`src/rtl/lru_prof_pkg.sv`:
```
package lru_prof_pkg;

    typedef enum logic [1:0] {
        ST_IDLE,
        ST_LOOKUP1,
        ST_LOOKUP2,
        ST_DONE
    } prof_state_e;

endpackage

```
`src/rtl/lru_tag_store.sv`:
```
module lru_tag_store #(
    parameter int SETS  = 16,
    parameter int WAYS  = 4,
    parameter int IDX_W = 4,
    parameter int TAG_W = 24
) (
    input  logic             clk,
    input  logic             rst_n,
    input  logic [IDX_W-1:0] look_idx,
    input  logic [TAG_W-1:0] look_tag,
    input  logic             upd_en,
    output logic             hit
);
    localparam int POS_W = (WAYS > 1) ? $clog2(WAYS) : 1;

    logic [TAG_W-1:0] tag_mem [SETS][WAYS];
    logic [WAYS-1:0]  match;
    logic [POS_W-1:0] pos;

    // per-way comparators
    generate
        for (genvar w = 0; w < WAYS; w++) begin : g_cmp
            assign match[w] = (tag_mem[look_idx][w] == look_tag);
        end
    endgenerate

    // lowest matching way wins; a miss shifts the whole set
    always_comb begin
        hit = |match;
        pos = POS_W'(WAYS - 1);
        for (int w = WAYS - 1; w >= 0; w--) begin
            if (match[w]) pos = POS_W'(w);
        end
    end

    always_ff @(posedge clk or negedge rst_n) begin
        if (!rst_n) begin
            for (int s = 0; s < SETS; s++)
                for (int w = 0; w < WAYS; w++)
                    tag_mem[s][w] <= '0;
        end else if (upd_en) begin
            tag_mem[look_idx][0] <= look_tag;
            for (int w = 1; w < WAYS; w++) begin
                if (w <= int'(pos))
                    tag_mem[look_idx][w] <= tag_mem[look_idx][w-1];
            end
        end
    end

    AST_MRU_WRITTEN: assert property (@(posedge clk) disable iff (!rst_n)
        upd_en |=> tag_mem[$past(look_idx)][0] == $past(look_tag));

endmodule

```
`src/rtl/lru_miss_ctr.sv`:
```
module lru_miss_ctr #(
    parameter int CNT_W = 64
) (
    input  logic             clk,
    input  logic             rst_n,
    input  logic             bump,
    output logic [CNT_W-1:0] count
);
    localparam logic [CNT_W-1:0] TOP = '1;

    always_ff @(posedge clk or negedge rst_n) begin
        if (!rst_n)
            count <= '0;
        else if (bump && count != TOP)
            count <= count + 1'b1;
    end

    AST_CNT_HOLDS_AT_TOP: assert property (@(posedge clk) disable iff (!rst_n)
        (count == TOP) |=> (count == TOP));

    AST_CNT_STEPS_ONE: assert property (@(posedge clk) disable iff (!rst_n)
        (bump && count != TOP) |=> (count == $past(count) + 1'b1));

    AST_CNT_IDLE_STABLE: assert property (@(posedge clk) disable iff (!rst_n)
        !bump |=> $stable(count));

endmodule

```
`src/rtl/lru_tag_profiler.sv`:
```
module lru_tag_profiler
    import lru_prof_pkg::*;
#(
    parameter int ADDR_W      = 32,
    parameter int CACHE_BYTES = 1024,
    parameter int LINE_BYTES  = 16,
    parameter int WAYS        = 4,
    parameter int SIZE_W      = 5,
    parameter int CNT_W       = 64
) (
    input  logic              clk,
    input  logic              rst_n,
    input  logic              req_valid,
    output logic              req_ready,
    input  logic [ADDR_W-1:0] req_addr,
    input  logic [SIZE_W-1:0] req_size,
    output logic              rsp_valid,
    output logic              rsp_miss,
    output logic              rsp_error,
    output logic [CNT_W-1:0]  miss_count
);
    localparam int SETS   = CACHE_BYTES / LINE_BYTES / WAYS;
    localparam int OFF_W  = $clog2(LINE_BYTES);
    localparam int IDX_W  = $clog2(SETS);
    localparam int TAG_W  = ADDR_W - OFF_W - IDX_W;
    localparam int LINE_W = ADDR_W - OFF_W;

    prof_state_e state, state_nx;

    logic [LINE_W-1:0] line1_q, line2_q;
    logic              miss_q, err_q;

    logic [SIZE_W-1:0] span;
    logic [LINE_W-1:0] end_line;
    logic [OFF_W-1:0]  end_off_unused;

    logic [IDX_W-1:0]  idx1, idx2, idx1_next, look_idx;
    logic [TAG_W-1:0]  tag1, tag2, look_tag;
    logic              straddle, bad_span, upd_en, hit, bump;

    // end address of the reference, size 0 counts as one byte
    assign span = (req_size == '0) ? '0 : req_size - 1'b1;
    assign {end_line, end_off_unused} = req_addr + {{(ADDR_W-SIZE_W){1'b0}}, span};

    assign idx1      = line1_q[IDX_W-1:0];
    assign idx2      = line2_q[IDX_W-1:0];
    assign tag1      = line1_q[LINE_W-1:IDX_W];
    assign tag2      = line2_q[LINE_W-1:IDX_W];
    assign idx1_next = idx1 + 1'b1;
    assign straddle  = (idx1 != idx2) && (idx2 == idx1_next);
    assign bad_span  = (idx1 != idx2) && !straddle;

    assign look_idx  = (state == ST_LOOKUP2) ? idx2 : idx1;
    assign look_tag  = (state == ST_LOOKUP2) ? tag2 : tag1;
    assign upd_en    = ((state == ST_LOOKUP1) && !bad_span) || (state == ST_LOOKUP2);
    assign bump      = (state == ST_DONE) && miss_q && !err_q;

    // state register
    always_ff @(posedge clk or negedge rst_n) begin
        if (!rst_n) state <= ST_IDLE;
        else        state <= state_nx;
    end

    // transitions
    always_comb begin
        state_nx = state;
        unique case (state)
            ST_IDLE:    if (req_valid) state_nx = ST_LOOKUP1;
            ST_LOOKUP1: state_nx = straddle ? ST_LOOKUP2 : ST_DONE;
            ST_LOOKUP2: state_nx = ST_DONE;
            ST_DONE:    state_nx = ST_IDLE;
            default:    state_nx = ST_IDLE;
        endcase
    end

    // outputs
    always_comb begin
        req_ready = (state == ST_IDLE);
        rsp_valid = (state == ST_DONE);
        rsp_miss  = miss_q && !err_q;
        rsp_error = err_q;
    end

    // request capture and lookup result
    always_ff @(posedge clk or negedge rst_n) begin
        if (!rst_n) begin
            line1_q <= '0;
            line2_q <= '0;
            miss_q  <= 1'b0;
            err_q   <= 1'b0;
        end else begin
            unique case (state)
                ST_IDLE: if (req_valid) begin
                    line1_q <= req_addr[ADDR_W-1:OFF_W];
                    line2_q <= end_line;
                    miss_q  <= 1'b0;
                    err_q   <= 1'b0;
                end
                ST_LOOKUP1: begin
                    if (bad_span) err_q  <= 1'b1;
                    else          miss_q <= !hit;
                end
                ST_LOOKUP2: miss_q <= miss_q | !hit;
                ST_DONE:    ;
                default:    ;
            endcase
        end
    end

    lru_tag_store #(
        .SETS (SETS),
        .WAYS (WAYS),
        .IDX_W(IDX_W),
        .TAG_W(TAG_W)
    ) u_store (
        .clk     (clk),
        .rst_n   (rst_n),
        .look_idx(look_idx),
        .look_tag(look_tag),
        .upd_en  (upd_en),
        .hit     (hit)
    );

    lru_miss_ctr #(
        .CNT_W(CNT_W)
    ) u_ctr (
        .clk  (clk),
        .rst_n(rst_n),
        .bump (bump),
        .count(miss_count)
    );

    AST_READY_DROPS: assert property (@(posedge clk) disable iff (!rst_n)
        (req_valid && req_ready) |=> !req_ready);

    AST_RSP_PULSE: assert property (@(posedge clk) disable iff (!rst_n)
        rsp_valid |=> !rsp_valid);

    AST_ERR_NOT_MISS: assert property (@(posedge clk) disable iff (!rst_n)
        (rsp_valid && rsp_error) |-> !rsp_miss);

    AST_ERR_NO_COUNT: assert property (@(posedge clk) disable iff (!rst_n)
        (rsp_valid && rsp_error) |=> $stable(miss_count));

    AST_ERR_NO_UPDATE: assert property (@(posedge clk) disable iff (!rst_n)
        (state == ST_LOOKUP1 && bad_span) |-> !upd_en);

endmodule

```
`config.mk`:
```
export PLATFORM = sky130hd
export DESIGN_NAME = lru_tag_profiler
export DESIGN_NICKNAME = d
export VERILOG_FILES = /design/src/rtl/lru_prof_pkg.sv /design/src/rtl/lru_tag_store.sv /design/src/rtl/lru_miss_ctr.sv /design/src/rtl/lru_tag_profiler.sv
export SDC_FILE = /design/constraint.sdc
export NUM_CORES = 2
export LEC_CHECK = 0
export BUFFER_PORTS_ARGS = -buffer_cell sky130_fd_sc_hd__buf_4
export CAP_MARGIN = 25
export CORE_ASPECT_RATIO = 0.6
export CORE_MARGIN = 10
export CORE_UTILIZATION = 60
export CTS_CLUSTER_SIZE = 28
export DETAILED_ROUTE_END_ITERATION = 7
export GPL_TIMING_DRIVEN = 0
export PLACE_DENSITY = 0.79
export SLEW_MARGIN = 20
export SYNTH_ARGS = -nofsm -noshare
export SYNTH_HDL_FRONTEND = slang
export SYNTH_SLANG_ARGS = --single-unit
```
`constraint.sdc`:
```
create_clock -name clk -period 7.45 [get_ports clk]
set_input_delay 0 -clock clk [delete_from_list [all_inputs] [get_ports clk]]
set_output_delay 0 -clock clk [all_outputs]
set_load 0.02 [all_outputs]
```
* Word-level counts from Yosys, hierarchy flattened
Index checks and enable logic that the tools add are counted.
Storage, ports and cells: register bits after elaboration 1660, input port bits 40, output and inout bits 68, word-level logic and storage cells 149
Cells by class: add/subtract/negate cells 4, order comparisons 5, eq/ne operators 13, muxes and demuxes 34, bitwise operators 2, reduce and logical (&&, ||, !) cells 21
Operators by type and width (number):
- two-way mux 1536 bit | 5
- bitwise mux 1536 bit | 4
- demux 96 bit (select 4 bit) | 4
- binary-select mux 96 bit (select 4 bit) | 1
- two-way mux 96 bit | 3
- == test 24 bit | 4
- two-way mux 72 bit | 1
- adder 64 x 1 -> 64 bit (second input constant) | 1
- inequality test 64 bit (second input constant) | 1
- two-way mux 24 bit | 2
- two-way mux 48 bit | 1
- adder 32 x 5 -> 32 bit | 1
- logical AND 1 bit | 8
- case mux 2 bit (4 select lines) | 1
- two-way mux 2 bit | 3
- inequality test 2 bit (second input constant) | 3
- AND reduction 3 bit | 2
- greater-or-equal comparator 5 bit (second input constant) | 1
- zero test 5 bit | 1
- less-than comparator 5 x 1 -> 1 bit (second input constant) | 1
- two-way mux 1 bit | 5
- two-way mux 5 bit | 1
- NOT 4 -> 5 bit | 1
- subtractor 5 x 1 -> 5 bit (second input constant) | 1
- 18 further kinds | 23

* Depth between registers and ports, before layout
depth in word-level cells 18, depth in mapped cells 22, depth with buffers taken out 15

* By module
A second synthesis with hierarchy kept.
Unflattened totals: cell total of the unflattened synthesis 5563, area, all modules 79540.0 µm²
By module, submodules not included:
- lru_tag_store | instances 1, cells each 4847, area an instance 72699.7 µm², seq. area each 38436.9 µm²
- lru_tag_profiler | instances 1, cells each 400, area an instance 3573.4 µm², seq. area each 1501.4 µm²
- lru_miss_ctr | instances 1, cells each 316, area an instance 3266.9 µm², seq. area each 1601.5 µm²

* Worst setup path after synthesis
No wires, ideal clock.
path kind register -> register, start register state[0], end register u_store.tag_mem[963] (netlist bit), setup time 0.128 ns, data arrival time 4.359 ns, required time 7.322 ns, path slack 2.963 ns, cell stages (with the launch flop) 21, path buffers 9, path through dfrtp_1 > inv_1 > ha_1 > buf_6 > buf_6 > or3b_1 > and2_1 > buf_2 > buf_4 > buf_2 > buf_2 > o2111ai_1 > xor2_1 > nor4_1 > nand2_1 > nor4_4 > clkbuf_2 > or3b_1 > buf_2 > buf_4 > mux2_1
Between the ends: word-level cells in the longest chain between the ends 18, elaborated cells on any way between the ends 36, those cells by class order compare (5); eq/ne (5); mux (22); bitwise (1); reduce/logical (3)
RTL lines:
- start, declared | line lru_tag_profiler.sv:28 | prof_state_e state, state_nx;
- start signal, assigned | line lru_tag_profiler.sv:61 | else state <= state_nx;
- == test 2 bit | line lru_tag_profiler.sv:53, lru_tag_profiler.sv:54, lru_tag_profiler.sv:55
- two-way mux 4 bit | line lru_tag_profiler.sv:53 | assign look_idx = (state == ST_LOOKUP2) ? idx2 : idx1;
- NOT 4 -> 5 bit (implied by the code) | line lru_tag_store.sv:23, lru_tag_store.sv:42, lru_tag_store.sv:45
- binary-select mux 96 bit (select 4 bit) | line lru_tag_store.sv:23, lru_tag_store.sv:45
- two-way mux 96 bit (implied by the code) (2 in a row) | line lru_tag_store.sv:23, lru_tag_store.sv:45
- == test 24 bit | line lru_tag_store.sv:23 | assign match[w] = (tag_mem[look_idx][w] == look_tag);
- two-way mux 1 bit | line lru_tag_store.sv:32 | if (match[w]) pos = POS_W'(w);
- two-way mux 2 bit (2 in a row) | line lru_tag_store.sv:32
- less-or-equal comparator 1 x 2 -> 1 bit | line lru_tag_store.sv:44 | if (w <= int'(pos))
- two-way mux 1536 bit | line lru_tag_store.sv:44
- two-way mux 1536 bit | line lru_tag_store.sv:41 | end else if (upd_en) begin
- bitwise mux 1536 bit | line lru_tag_store.sv:45 | tag_mem[look_idx][w] <= tag_mem[look_idx][w-1];
- two-way mux 1536 bit | line lru_tag_store.sv:44
- two-way mux 1536 bit | line lru_tag_store.sv:41
- bitwise mux 1536 bit | line lru_tag_store.sv:45
- two-way mux 1536 bit | line lru_tag_store.sv:44
- end signal, assigned by index | line lru_tag_store.sv:42 | tag_mem[look_idx][0] <= look_tag;
- end signal, assigned by index | line lru_tag_store.sv:45
- end, declared | line lru_tag_store.sv:16 | logic [TAG_W-1:0] tag_mem [SETS][WAYS];
Several ways; a longest one is shown, not always the timed one. The select of a mux whose other input is x is not followed. A chain may end at the register's enable or synchronous reset.

* Worst setup path after layout
start register state[0], end register u_store.tag_mem[40] (netlist bit)
Same word-level chain as after synthesis.

==> key figures <==
Detailed routing
  – Via-to-Cell Ratio: 7.16
  – Final ANT Viol Nets: 0
  – Initial DRC count: 11042
  – Vias: 62670
  – WL/cell: 34.0 µm
  – Post-route DRC: 10
  – DRT Wirelength: 298 mm
  – Pre-antenna DRT Iters: 8

Min path
  – Hold crit path type: input port to flop
  – Worst hold path startpoint: req_addr[4]
  – Hold EP: line1_q[0]
  – WHS Path Cells: 3

Setup path
  – Worst R2R Start: state[0]
  – Worst Path Max Fanout: 10
  – CP max stage cell: clkbuf_1
  – Buffers plus inverters on the worst setup path: 9
  – R2r setup slk: -20 ps
  – R2R Path End: u_store.tag_mem[40]
  – CP Launch Type: flop
  – Worst path most repeated cell: buf_6
  – Critical path data required time: 8140 ps
  – Worst Setup Path Type: flop to flop
  – CP arrival: 8160 ps
  – CP max stage delay: 730 ps
  – Number of cells on the worst reg-to-reg path: 19
  – Worst-path cell chain: inv_1 -> ha_1 -> buf_6 -> buf_6 -> mux2i_4 -> buf_2 -> clkbuf_2 -> nand2_1 -> a32oi_1 -> and4_1 -> clkbuf_1 -> xor2_1 -> nand4_1 -> nor4_4 -> buf_6 -> buf_4 -> nor2_1 -> buf_2 -> mux2_2
  – Crit end category: flop
  – Top cell family by delay on the critical path: buffers and inverters

Yosys
  – Top-count cell post-synth: dfrtp_1
  – Compound-gate portion of the synthesized area: 0.121
  – Main combinational cell family by area after synthesis: multiplexers
  – Synth async-reset ratio: 1.00
  – Largest cells by area after synthesis: dfrtp_1 (53%), mux2_2 (9.2%), mux2_1 (7.2%)
  – Mux contribution to synthesized area: 0.207
  – Top post-synthesis cells by count: dfrtp_1 (1660), mux2_2 (637), a21oi_1 (568), mux2_1 (496), nor2_1 (491)
  – Top-area cell type share of the netlist area: 0.533
  – Sequential fraction of the synthesis area: 0.533
  – Synth Area in Adders: 0.00177
  – Syn Area/Cell: 11.9 µm²
  – Distinct cell type count after synthesis: 72
  – Post-synth EDFFs: 0
  – Syn Nets: 6587
  – Synth Instances: 6536
  – Synthesized area: 78000 µm²
  – Biggest area consumer among synthesized cells: dfrtp_1
  – Synth warn: 0
  – Simple-gate share of the synthesized area: 0.0734
  – XOR/XNOR Fraction of Synth Area: 0.0220
  – Synthesized flop and latch total: 1660
  – Synth Flop Type: dfrtp_1

Cells and area
  – Non-filler cells, final: 8757
  – Area delta synth->final: 12.5%
  – Fraction of layout cells with a size suffix above 1: 0.215
  – Filler cell count: 9152
  – Nets: 6960

Die
  – Die ar.: 145000 µm²
  – Core Area: 129000 µm²
  – Core Rows: 102
  – Ports: 108
  – Die height: 299 µm
  – Die span in x: 485 µm
  – Starting Density: 0.604

CTS
  – Clock Path Buffers: 3
  – Clk sinks: 1660
  – H-tree depth: 4
  – Clk slew on worst S/H paths: 60 ps
  – Worst skew pair latency: 840 ps
  – TritonCTS Buffers: 153
  – CTS tree: yes
  – CTS Root Cell: clkbuf_16

Global route
  – Remaining Overflow, GRT: 0
  – Initial antenna violation count: 18
  – Pin count of the biggest net entering global routing: 153
  – Number of global-route vias before repair: 60939
  – First-pass GRT wire length: 424 mm
  – Global-route usage over all layers: 0.397

Flow run
  – Max-cap violations: 0

Timing
  – Max Freq: 134 MHz
  – Min Hold Slack: 14.1 ps
  – Unrepaired setup endpoints after global routing: false
  – Post-route clock period utilization: 1.00
  – Final Critical Period: 7470 ps
  – Final setup violating endpoints: 9
  – Setup TNS: -76.5 ps
  – Slew Limit Fails: 0
  – Final WS setup: -15.7 ps
  – Max-slew headroom: 0.111
  – Hold Vio Cnt, Final: 0
  – Skew final: 39.5 ps
  – Worst slew pin tran: 1330 ps

Status
  – Violated checks: design-rule violations, negative setup slack
  – Status: finished with violations

Place
  – Detailed placement HPWL: 204 mm
  – Port bufs: 107
  – Dpl cells: 8415
  – RePlAce Congestion: 1.09
## area by class of cell
cell class | instances | area [µm²] | share of cell area
sequential | 1660 | 41500 | 0.473
timing repair buffer | 218 | 2210 | 0.0252
antenna | 18 | 45.0 | 0.000513
multi-input combinational | 4232 | 33400 | 0.381
tap | 1716 | 2150 | 0.0245
clock buffer | 233 | 4570 | 0.0520
inverter | 15 | 56.3 | 0.000642
clock inverter | 36 | 443 | 0.00505
buffer | 629 | 3290 | 0.0375
## worst max path at each step
stage | from | slack, ps | cells past startpoint | end
final | state[0] | -20 | 19 | u_store.tag_mem[40]
after global routing | state[0] | 140 | 20 | u_store.tag_mem[17]
after CTS | state[0] | 220 | 20 | u_store.tag_mem[17]
after detailed placement | state[0] | 300 | 20 | u_store.tag_mem[17]
after global placement | rst_n | -13570 | 1 | u_store.tag_mem[273]
after floorplan | state[0] | 2960 | 20 | u_store.tag_mem[963]
## registers in the layout (all words and copies together) (netlist names)
signal           flops
state                2
miss_q               1
rsp_error            1
line1_q             28
line2_q             28
u_ctr.count         64
u_store.tag_mem   1536
## routing by layer
layer | up-vias | routed length [µm] | global-route usage
li1 | 24250 | - | -
met5 | - | 1290 | 0.0333
met3 | 1254 | 56300 | 0.256
met4 | 43 | 16800 | 0.182
met1 | 31689 | 111000 | 0.520
met2 | 5434 | 112000 | 0.503
## worst reg2reg max path: stages, from the launching register on
cell and delay, ps:
dfrtp_1 430, inv_1 100, ha_1 290, buf_6 190
buf_6 170, mux2i_4 600, buf_2 650, clkbuf_2 710
nand2_1 150, a32oi_1 650, and4_1 420, clkbuf_1 730
xor2_1 140, nand4_1 160, nor4_4 90, buf_6 170
buf_4 200, nor2_1 590, buf_2 480, mux2_2 390
## what timing repair did
action                                  CTS  global route
endpoints found under the hold margin   530             0
resized for setup                         0             1
endpoints found under the setup margin    0             8
hold buffers                             46             0
buffers inserted                          0             0
## through the flow
stage / utilization / setup slack (ps) / instance area (µm²)
after global routing: 0.680 / 144 / 87700
after CTS: 0.679 / 224 / 87600
after global placement: 0.627 / -13570 / 80900
after detailed placement: 0.636 / 299 / 82100
final: 0.680 / -15.7 / 87700
after floorplan: - / 2960 / 78000
## logic make-up (layout without fill, tap and decap cells)
logic type                 Yosys count  count (layout)
adders and majority gates           11              11
and+or+nand+nor                   1213            1213
xor gates and xnor gates           196             196
muxes                             1341            1341
DFF                               1660            1660
AOI/OAI and AO/OA                 1471            1471
buffers and inverters              644            1131
other                                0              18
## cells in the final DEF, fill, tap and decap left out, types with 28 or more instances in the layout
cell type	instances
buf_8	28
xor2_1	67
nor4_1	31
nor2_1	490
a21o_1	367
o31ai_1	34
clkbuf_8	33
buf_1	38
nand3_1	107
buf_2	143
mux2i_1	103
dfrtp_1	1660
a41oi_1	87
o21ai_0	163
nand4_1	42
nor4_4	29
dlygate4sd3_1	45
buf_4	200
mux2_1	496
a21oi_1	564
buf_6	54
a32oi_1	41
xnor2_1	129
mux4_2	101
clkbuf_1	346
clkbuf_16	158
o22ai_1	119
nand2_1	362
mux2_2	637
Power is left out: the tool's default activity adds up to more than one toggle a clock period on the data nets, which glitch-free logic cannot reach.
